[src/rtl/pwm_pkg.sv]
// Shared definitions for the half-step PWM timer.
// Assumes the 2-bit output-mode field coding listed below.
package pwm_pkg;
    typedef enum logic [1:0] {
        MODE_OFF  = 2'd0,
        MODE_PWM  = 2'd1,
        MODE_PWMX = 2'd2,
        MODE_PWMY = 2'd3
    } out_mode_e;

    // True when a mode code forbids half-step operation.
    function automatic logic blocks_half(input logic [1:0] m);
        return m[1];
    endfunction
endpackage

[src/rtl/pwm_timebase.sv]
// Time base: makes the count-clock phase, the main counter, the dual-edge
// counter and the compare values latched at wrap. Assumes clk runs at twice
// the count-clock rate. The main counter steps at the end of phase 1.
module pwm_timebase #(
    parameter int W = 16
) (
    input  logic         clk,
    input  logic         rst_n,
    input  logic         run,
    input  logic [W-1:0] cca_in,
    input  logic [W-1:0] ccb_in,
    output logic         phase,
    output logic [W-1:0] count,
    output logic [W:0]   dual,
    output logic [W-1:0] cca_q,
    output logic [W-1:0] ccb_q,
    output logic         match_b
);
    logic main_wrap;
    logic dual_end;

    // End of period seen by the main counter and, separately, by the dual counter.
    assign main_wrap = phase && (count == ccb_q);
    assign dual_end  = (dual == {ccb_q, 1'b1});

    // Phase, counters and compare latches.
    always_ff @(posedge clk) begin
        if (!rst_n) begin
            phase <= 1'b0;
            count <= '0;
            dual  <= '0;
            cca_q <= '0;
            ccb_q <= '0;
        end else if (!run) begin
            phase <= 1'b0;
            count <= '0;
            dual  <= '0;
            cca_q <= cca_in;
            ccb_q <= ccb_in;
        end else begin
            phase <= ~phase;
            dual  <= dual_end ? '0 : dual + 1'b1;
            if (main_wrap) begin
                count <= '0;
                cca_q <= cca_in;
                ccb_q <= ccb_in;
            end else if (phase) begin
                count <= count + 1'b1;
            end
        end
    end

    // Period match pulse in the first phase of the last count.
    assign match_b = run && !phase && (count == ccb_q);


    count_in_period_chk: assert property (@(posedge clk) disable iff (!rst_n)
        count <= ccb_q);

    dual_follows_main_chk: assert property (@(posedge clk) disable iff (!rst_n)
        dual == {count, phase});

    count_holds_phase0_chk: assert property (@(posedge clk) disable iff (!rst_n)
        (run && !phase) |=> $stable(count));

    latch_only_at_wrap_chk: assert property (@(posedge clk) disable iff (!rst_n)
        (run && !main_wrap) |=> ($stable(cca_q) && $stable(ccb_q)));

    stop_clears_chk: assert property (@(posedge clk) disable iff (!rst_n)
        !run |=> (count == '0 && !phase));
endmodule

[src/rtl/pwm_cfg_guard.sv]
// Decides whether half-step mode is in effect and flags a period value that
// is too large for it. Pure combinational; works on the live inputs.
module pwm_cfg_guard
    import pwm_pkg::*;
#(
    parameter int W = 16
) (
    input  logic         half_req,
    input  logic [1:0]   mode_a,
    input  logic [1:0]   mode_b,
    input  logic [W-1:0] cca_in,
    input  logic [W-1:0] ccb_in,
    output logic         half_on,
    output logic         cfg_err
);
    localparam logic [W:0] HALF_SPAN = (W+1)'(1) << (W-1);

    logic [W:0] limit;

    // Half-step is refused when either output uses a blocking mode.
    assign half_on = half_req && !blocks_half(mode_a) && !blocks_half(mode_b);

    // Limit = duty/2 + half the counter range.
    assign limit   = {2'b00, cca_in[W-1:1]} + HALF_SPAN;
    assign cfg_err = half_on && ({1'b0, ccb_in} >= limit);
endmodule

[src/rtl/pwm_out_stage.sv]
// One PWM output: compares the latched duty value against the main counter
// or the dual-edge counter, then applies the mode and the inversion.
// Assumes the counters are already cleared while stopped.
module pwm_out_stage
    import pwm_pkg::*;
#(
    parameter int W = 16
) (
    input  logic         clk,
    input  logic         rst_n,
    input  logic         run,
    input  logic         half_on,
    input  logic [1:0]   mode,
    input  logic         inv,
    input  logic [W-1:0] count,
    input  logic [W:0]   dual,
    input  logic [W-1:0] cca_q,
    output logic         pin
);
    logic active;

    // Duty compare at the selected resolution.
    assign active = half_on ? (dual >= {1'b0, cca_q}) : (count >= cca_q);

    // Mode gating and inversion.
    assign pin = (run && (out_mode_e'(mode) != MODE_OFF)) ? (active ^ inv) : inv;


    off_is_inactive_chk: assert property (@(posedge clk) disable iff (!rst_n)
        (mode == 2'd0) |-> (pin == inv));

    stopped_inactive_chk: assert property (@(posedge clk) disable iff (!rst_n)
        !run |-> (pin == inv));
endmodule

[src/rtl/pwm_halfstep_timer.sv]
// Top level: PWM timer with two outputs, period set by ccb_i, duty by cca_i,
// optional half-step duty resolution. One system clock at twice the count rate.
module pwm_halfstep_timer #(
    parameter int W = 16
) (
    input  logic         clk,
    input  logic         rst_n,
    input  logic         run_i,
    input  logic         half_i,
    input  logic [1:0]   mode_a_i,
    input  logic [1:0]   mode_b_i,
    input  logic         inv_a_i,
    input  logic         inv_b_i,
    input  logic [W-1:0] cca_i,
    input  logic [W-1:0] ccb_i,
    output logic         pwm_a_o,
    output logic         pwm_b_o,
    output logic [W-1:0] count_o,
    output logic         match_a_o,
    output logic         match_b_o,
    output logic         cfg_err_o
);
    localparam int NCH = 2;

    logic         phase;
    logic [W-1:0] count;
    logic [W:0]   dual;
    logic [W-1:0] cca_q;
    logic [W-1:0] ccb_q;
    logic         half_on;
    logic [1:0]   mode_v [NCH];
    logic         inv_v  [NCH];
    logic         pin_v  [NCH];

    pwm_timebase #(.W(W)) u_tb (
        .clk(clk), .rst_n(rst_n), .run(run_i),
        .cca_in(cca_i), .ccb_in(ccb_i),
        .phase(phase), .count(count), .dual(dual),
        .cca_q(cca_q), .ccb_q(ccb_q), .match_b(match_b_o)
    );

    pwm_cfg_guard #(.W(W)) u_guard (
        .half_req(half_i), .mode_a(mode_a_i), .mode_b(mode_b_i),
        .cca_in(cca_i), .ccb_in(ccb_i),
        .half_on(half_on), .cfg_err(cfg_err_o)
    );

    // Per-channel controls gathered for the generate loop.
    assign mode_v[0] = mode_a_i;
    assign mode_v[1] = mode_b_i;
    assign inv_v[0]  = inv_a_i;
    assign inv_v[1]  = inv_b_i;

    for (genvar i = 0; i < NCH; i++) begin : g_ch
        pwm_out_stage #(.W(W)) u_out (
            .clk(clk), .rst_n(rst_n), .run(run_i), .half_on(half_on),
            .mode(mode_v[i]), .inv(inv_v[i]),
            .count(count), .dual(dual), .cca_q(cca_q),
            .pin(pin_v[i])
        );
    end

    assign pwm_a_o = pin_v[0];
    assign pwm_b_o = pin_v[1];
    assign count_o = count;

    // Duty match pulse, suppressed in half-step mode.
    assign match_a_o = run_i && !half_on && !phase && (count == cca_q);


    no_match_a_half_chk: assert property (@(posedge clk) disable iff (!rst_n)
        half_on |-> !match_a_o);

    no_err_when_blocked_chk: assert property (@(posedge clk) disable iff (!rst_n)
        (mode_a_i[1] || mode_b_i[1]) |-> !cfg_err_o);

    match_b_single_chk: assert property (@(posedge clk) disable iff (!rst_n)
        match_b_o |=> !match_b_o);
endmodule

[config.mk]
export PLATFORM = sky130hd
export DESIGN_NAME = pwm_halfstep_timer
export DESIGN_NICKNAME = d
export VERILOG_FILES = /design/src/rtl/pwm_pkg.sv /design/src/rtl/pwm_timebase.sv /design/src/rtl/pwm_cfg_guard.sv /design/src/rtl/pwm_out_stage.sv /design/src/rtl/pwm_halfstep_timer.sv
export SDC_FILE = /design/constraint.sdc
export NUM_CORES = 1
export LEC_CHECK = 0
export BUFFER_PORTS_ARGS = -buffer_cell sky130_fd_sc_hd__buf_2
export CAP_MARGIN = 20
export CORE_MARGIN = 4
export CORE_UTILIZATION = 45
export CTS_CLUSTER_SIZE = 14
export DETAILED_ROUTE_END_ITERATION = 10
export PLACE_DENSITY = 0.7
export SETUP_SLACK_MARGIN = 0.02
export SYNTH_ARGS = -nofsm -noshare
export SYNTH_HDL_FRONTEND = slang
export SYNTH_SLANG_ARGS = --single-unit
[constraint.sdc]
create_clock -name clk -period 5.7 [get_ports clk]
set_input_delay 1.14 -clock clk [delete_from_list [all_inputs] [get_ports clk]]
set_output_delay 1.14 -clock clk [all_outputs]
set_load 0.005 [all_outputs]
-- Word level (Yosys, flattened, before mapping)
Cells that the tools add are included.
- register bits after elaboration: 66
- bits of input ports: 42
- output and inout bits: 21
- word-level logic and storage cells: 47
- add/subtract/negate cells: 3
- order comparisons: 3
- equal/unequal tests: 4
- multiplexer cells: 7
- bitwise logic cells: 5
- reductions and logical operators: 20
- operator list (cell ; count):
    2-to-1 mux 16 bit ; 4
    equality test 16 bit ; 2
    adder 15 x 16 -> 17 bit (second input constant) ; 1
    adder 17 x 1 -> 17 bit (second input constant) ; 1
    equality test 17 bit ; 1
    greater-or-equal comparator 16 x 17 -> 1 bit ; 1
    greater-or-equal comparator 17 x 16 -> 1 bit ; 1
    adder 16 x 1 -> 16 bit (second input constant) ; 1
    greater-or-equal comparator 16 bit ; 1
    logical AND 1 bit ; 11
    OR reduction 3 bit ; 2
    zero test 1 bit ; 4
    nonzero test 2 bit ; 2
    2-to-1 mux 1 bit ; 3
    inverter 1 bit ; 3
    inequality test 2 x 1 -> 1 bit (second input constant) ; 1
    AND reduction 2 bit ; 1
    XOR 1 bit ; 2

-- Depth between registers and ports, before layout
- depth after elaboration: 7
- gate-level depth with buffers: 8
- depth with buffers taken out: 8

-- By module
From an unflattened synthesis, not the netlist that was laid out.
- cells, all modules: 568
- area total of the unflattened synthesis: 4983.5 um^2
- by module, submodules not included (module ; times used ; cells each ; area each (um^2)):
    pwm_timebase ; 1 ; 282 ; 2831.5
    pwm_out_stage (g_ch[0].u_out) ; 1 ; 104 ; 785.8
    pwm_out_stage (g_ch[1].u_out) ; 1 ; 104 ; 774.5
    pwm_cfg_guard ; 1 ; 56 ; 405.4
    pwm_halfstep_timer ; 1 ; 22 ; 186.4

-- Worst setup path after synthesis
Ideal clock, no wire load.
- path kind: input port to output port
- start: input ccb_i[0]
- end: output cfg_err_o
- data arrival time: 2318 ps
- data required time: 4560 ps
- slack: 2242 ps
- cell stages on the path: 8
- buffers on the path: 0
- cells stage by stage: inv_1 > ha_1 > nand2b_1 > a21o_1 > a21o_1 > a211o_1 > a21oi_1 > a211oi_1
- cells in the longest elaborated chain, start to end: 2
- RTL lines (element ; line ; source):
    start: declaration ; pwm_halfstep_timer.sv:15 ; input logic [W-1:0] ccb_i,
    greater-or-equal comparator 16 x 17 -> 1 bit ; pwm_cfg_guard.sv:25 ; assign cfg_err = half_on && ({1'b0, ccb_in} >= limit);
    logical AND 1 bit ; pwm_cfg_guard.sv:25 ;
    end: declaration ; pwm_halfstep_timer.sv:21 ; output logic cfg_err_o
No other way between the ends.

-- Final worst setup path
- start: input cca_i[1]
- end: output cfg_err_o
- cells in the longest elaborated chain, start to end: 3
- RTL lines (element ; line ; source):
    start: declaration ; pwm_halfstep_timer.sv:14 ; input logic [W-1:0] cca_i,
    adder 15 x 16 -> 17 bit ; pwm_cfg_guard.sv:24 ; assign limit = {2'b00, cca_in[W-1:1]} + HALF_SPAN;
    greater-or-equal comparator 16 x 17 -> 1 bit ; pwm_cfg_guard.sv:25 ;
    logical AND 1 bit ; pwm_cfg_guard.sv:25 ;
No other way between the ends.

==> qor.yml <==
min_path:
  holdPathStages: 2
  worstHoldStart: "u_tb.cca_q[1]"
  hp-class: "register to register"
  min_to: "u_tb.cca_q[1]"
critical_path:
  cp-start-kind: "primary input"
  cp_max_fo: 2
  worstSetupPathType: "primary input to output pin"
  r2r.worst_path.cells: 7
  cpLargestDelayFamily: "compound AO/OA/AOI/OAI gates"
  path_cells: "buf_2 > ha_1 > nand2b_1 > a21o_1 > a21o_1 > a211o_1 > a21oi_1 > a211oi_1 > buf_2"
  worst-r2r-setup-slack_ns: 3.10
  cp-end-kind: "output pin"
  worstPathArrival_ns: 2.71
  cp.required_ns: 4.56
  critPathBufInv: 2
  regToRegEndpoint: "u_tb.cca_q[15]"
  slowest_delay_ns: 0.34
  r2r-start: "u_tb.count[13]"
  cp_slowest_cell: "a211o_1"
final_layout:
  nets: 620
  area_growth_syn_to_layout_pct: 14.9
  drive_gt1_share_pct: 15.5
  n_antenna_cell: 0
  fin_cells: 642
run_status:
  outcome: "completed"
floorplanning:
  start_util_pct: 46.9
  num_rows: 34
  fp.dieW_um: 104
  core_mm2: 0.00885
  dieHeight_um: 104
  fp.dieArea_mm2: 0.0108
  ios: 63
placement:
  gp_congestion: 0.901
  post-place-cells: 625
  place_hpwl_mm: 8.15
  io_buffer_count: 62
route:
  drtIter0Drc: 205
  drtAntennaViolNets: 0
  drtPass1Iterations: 5
  met3WireLength_um: 775
  drc: 0
  viasPerCell: 5.38
  wl_met2_mm: 4.37
  met1Wirelength_mm: 4.73
  num_vias: 3453
  wl_mm: 10.1
  top_layer: "met4"
  wl_per_cell_um: 15.8
timing:
  setup-tns-final_ns: 0
  slew_headroom_pct: 64.5
  fin_crit_sh_pct: 67.5
  finalHoldViolCount: 0
  final_max_slew_viol_count: 0
  worst_clock_skew_ns: 0.00903
  max_freq_mhz: 260
  rsz0062_at_grt: "no"
  worst-slew-pin-transition_ns: 0.531
  fin_crit_ns: 3.85
  setup_viol: 0
synthesis:
  ys_ff_latch: 66
  synth_warnings: 0
  synth_nets: 555
  synth_area_mm2: 0.00415
  synth_flop_cell: "dfxtp_1"
  synth_cell_type_count: 37
  ys_seq_area_share_pct: 31.8
  synth.largest_area_cell: "dfxtp_1"
  synth_cells: 464
  synth_edf_count: 0
  async_reset_ff_share_pct: 0
  synth_top_cell_area_share_pct: 31.8
  synth_area_leaders: "dfxtp_1, ha_1, xor2_1"
  avgSynthCellArea_um2: 8.95
global_route:
  grt_pass1_vias: 3460
  grt_usage_pct: 19.3
  grt_pass1_wl_mm: 17.0
  grt_max_degree: 37
  grt.overflow.total: 0
  antenna_found_initial: 0
power:
  p_leak_uw: 0.00233
  switchingPower_uw: 286
  p_seq_share_pct: 45.6
  power.share.clock_pct: 40.7
  p_int_uw: 790
  p_per_area_mw_per_mm2: 225
  pwr-share-comb_pct: 13.7
  total_power_uw: 1080
  ir_drop_uv: 99.9
  swShare_pct: 26.6
clocking:
  holdBufCountCts: 0
  post_cts_buffers: 0
  cts.clk_slew.worst_paths_ns: 0.07
  cts_tree: "done"
  cts.htree.levels: 3
  post_cts_resized: 0
  clockBufferDepth: 2
  clock-root-buffer: "clkbuf_8"
  clkLatencyLatePin_ns: 0.36
  cts_num_sinks: 66
  cts-buffers-inserted: 9
run:
  maxCapViolCount: 0
[cell usage after synthesis, types with 7 or more instances]
| library cell | instances |
|---|---|
| nor3_1 | 7 |
| ha_1 | 49 |
| mux2i_1 | 33 |
| nand4_1 | 12 |
| nor2b_1 | 20 |
| o21ai_0 | 11 |
| a21oi_1 | 14 |
| inv_1 | 42 |
| nor4_1 | 7 |
| xor2_1 | 48 |
| nor2_1 | 41 |
| nand2_1 | 18 |
| nand3_1 | 14 |
| and2_1 | 15 |
| dfxtp_1 | 66 |
| xnor2_1 | 12 |
[how the worst max path moves through the flow]
stage	slack (ns)	end	cells past startpoint	from
2_1_floorplan	2.24	cfg_err_o	8	ccb_i[0]
3_3_place_gp	1.87	cfg_err_o	9	cca_i[1]
3_5_place_dp	1.86	cfg_err_o	10	ccb_i[0]
4_1_cts	1.86	cfg_err_o	10	ccb_i[0]
5_1_grt	1.73	pwm_a_o	8	mode_a_i[1]
6_report	1.85	cfg_err_o	9	cca_i[1]
[worst min-delay path, stage by stage, from the launching register on]
cell and delay (ns):
dfxtp_1 0.32, mux2i_1 0.12, nor2b_1 0.06
[sequential cells by signal, summed over array words and instances, names as in the netlist]
signal / count
u_tb.ccb_q: 16
u_tb.cca_q: 16
u_tb.phase: 1
u_tb.count: 16
u_tb.dual: 17
[layer usage]
layer | GRT usage (%) | vias to the layer above
li1 | - | 1726
met1 | 25.1 | 1586
met2 | 30.3 | 116
met3 | 5.34 | 25
met4 | 7.79 | 0
met5 | 0 | -
[final cells by class]
cell class              instances  area, um2
fillers                       804       4080
multi-input cells             345       2610
flip-flops and latches         66       1320
repair buffers                 65        333
inverters                      42        158
well taps                     108        135
clock buffers                   9        124
clock inverters                 7       93.8
[cell usage in the layout (no fill, tap or decap), types with 3 or more instances in the layout]
cell	n
ha_1	49
dfxtp_1	66
mux2i_1	33
and2_1	15
a21oi_1	14
nor3_1	7
o2111ai_1	4
nand3_1	14
inv_1	42
clkbuf_8	9
xor2_1	48
a21o_1	6
xnor2_1	12
nand4_1	12
buf_4	3
nor2_1	41
a211oi_1	4
nand2_1	18
buf_2	62
and4_1	3
and3_1	6
nor2b_1	20
or3_1	4
nor4_1	7
o21ai_0	11
[cells by family after synthesis]
family,count (synthesis),share of synthesized area (%)
simple gates,151,18.8
flops,66,31.8
xor+xnor,60,12.7
buf+inv,53,5.39
compound gates,52,8.62
fa+ha+maj,49,14.8
mux,33,7.95
[power by group through the flow]
stage	sequential [uW]	clock [uW]	combinational [uW]
2_1_floorplan	496	0	103
3_3_place_gp	501	0	141
3_5_place_dp	501	0	146
4_1_cts	490	446	147
5_1_grt	492	465	168
6_report	491	437	148
[per-stage QoR]
stage / hold WS, ns / worst slack [ns] / util (%) / instance area (um2)
6_report: 0.539 / 1.85 / 53.9 / 4770
5_1_grt: 0.596 / 1.73 / 53.9 / 4770
4_1_cts: 0.540 / 1.86 / 53.8 / 4760
3_5_place_dp: 0.528 / 1.86 / 51.4 / 4550
3_3_place_gp: 0.520 / 1.87 / 51.3 / 4540
2_1_floorplan: 0.483 / 2.24 / - / 4150
Power figures use the tool's default switching activity.
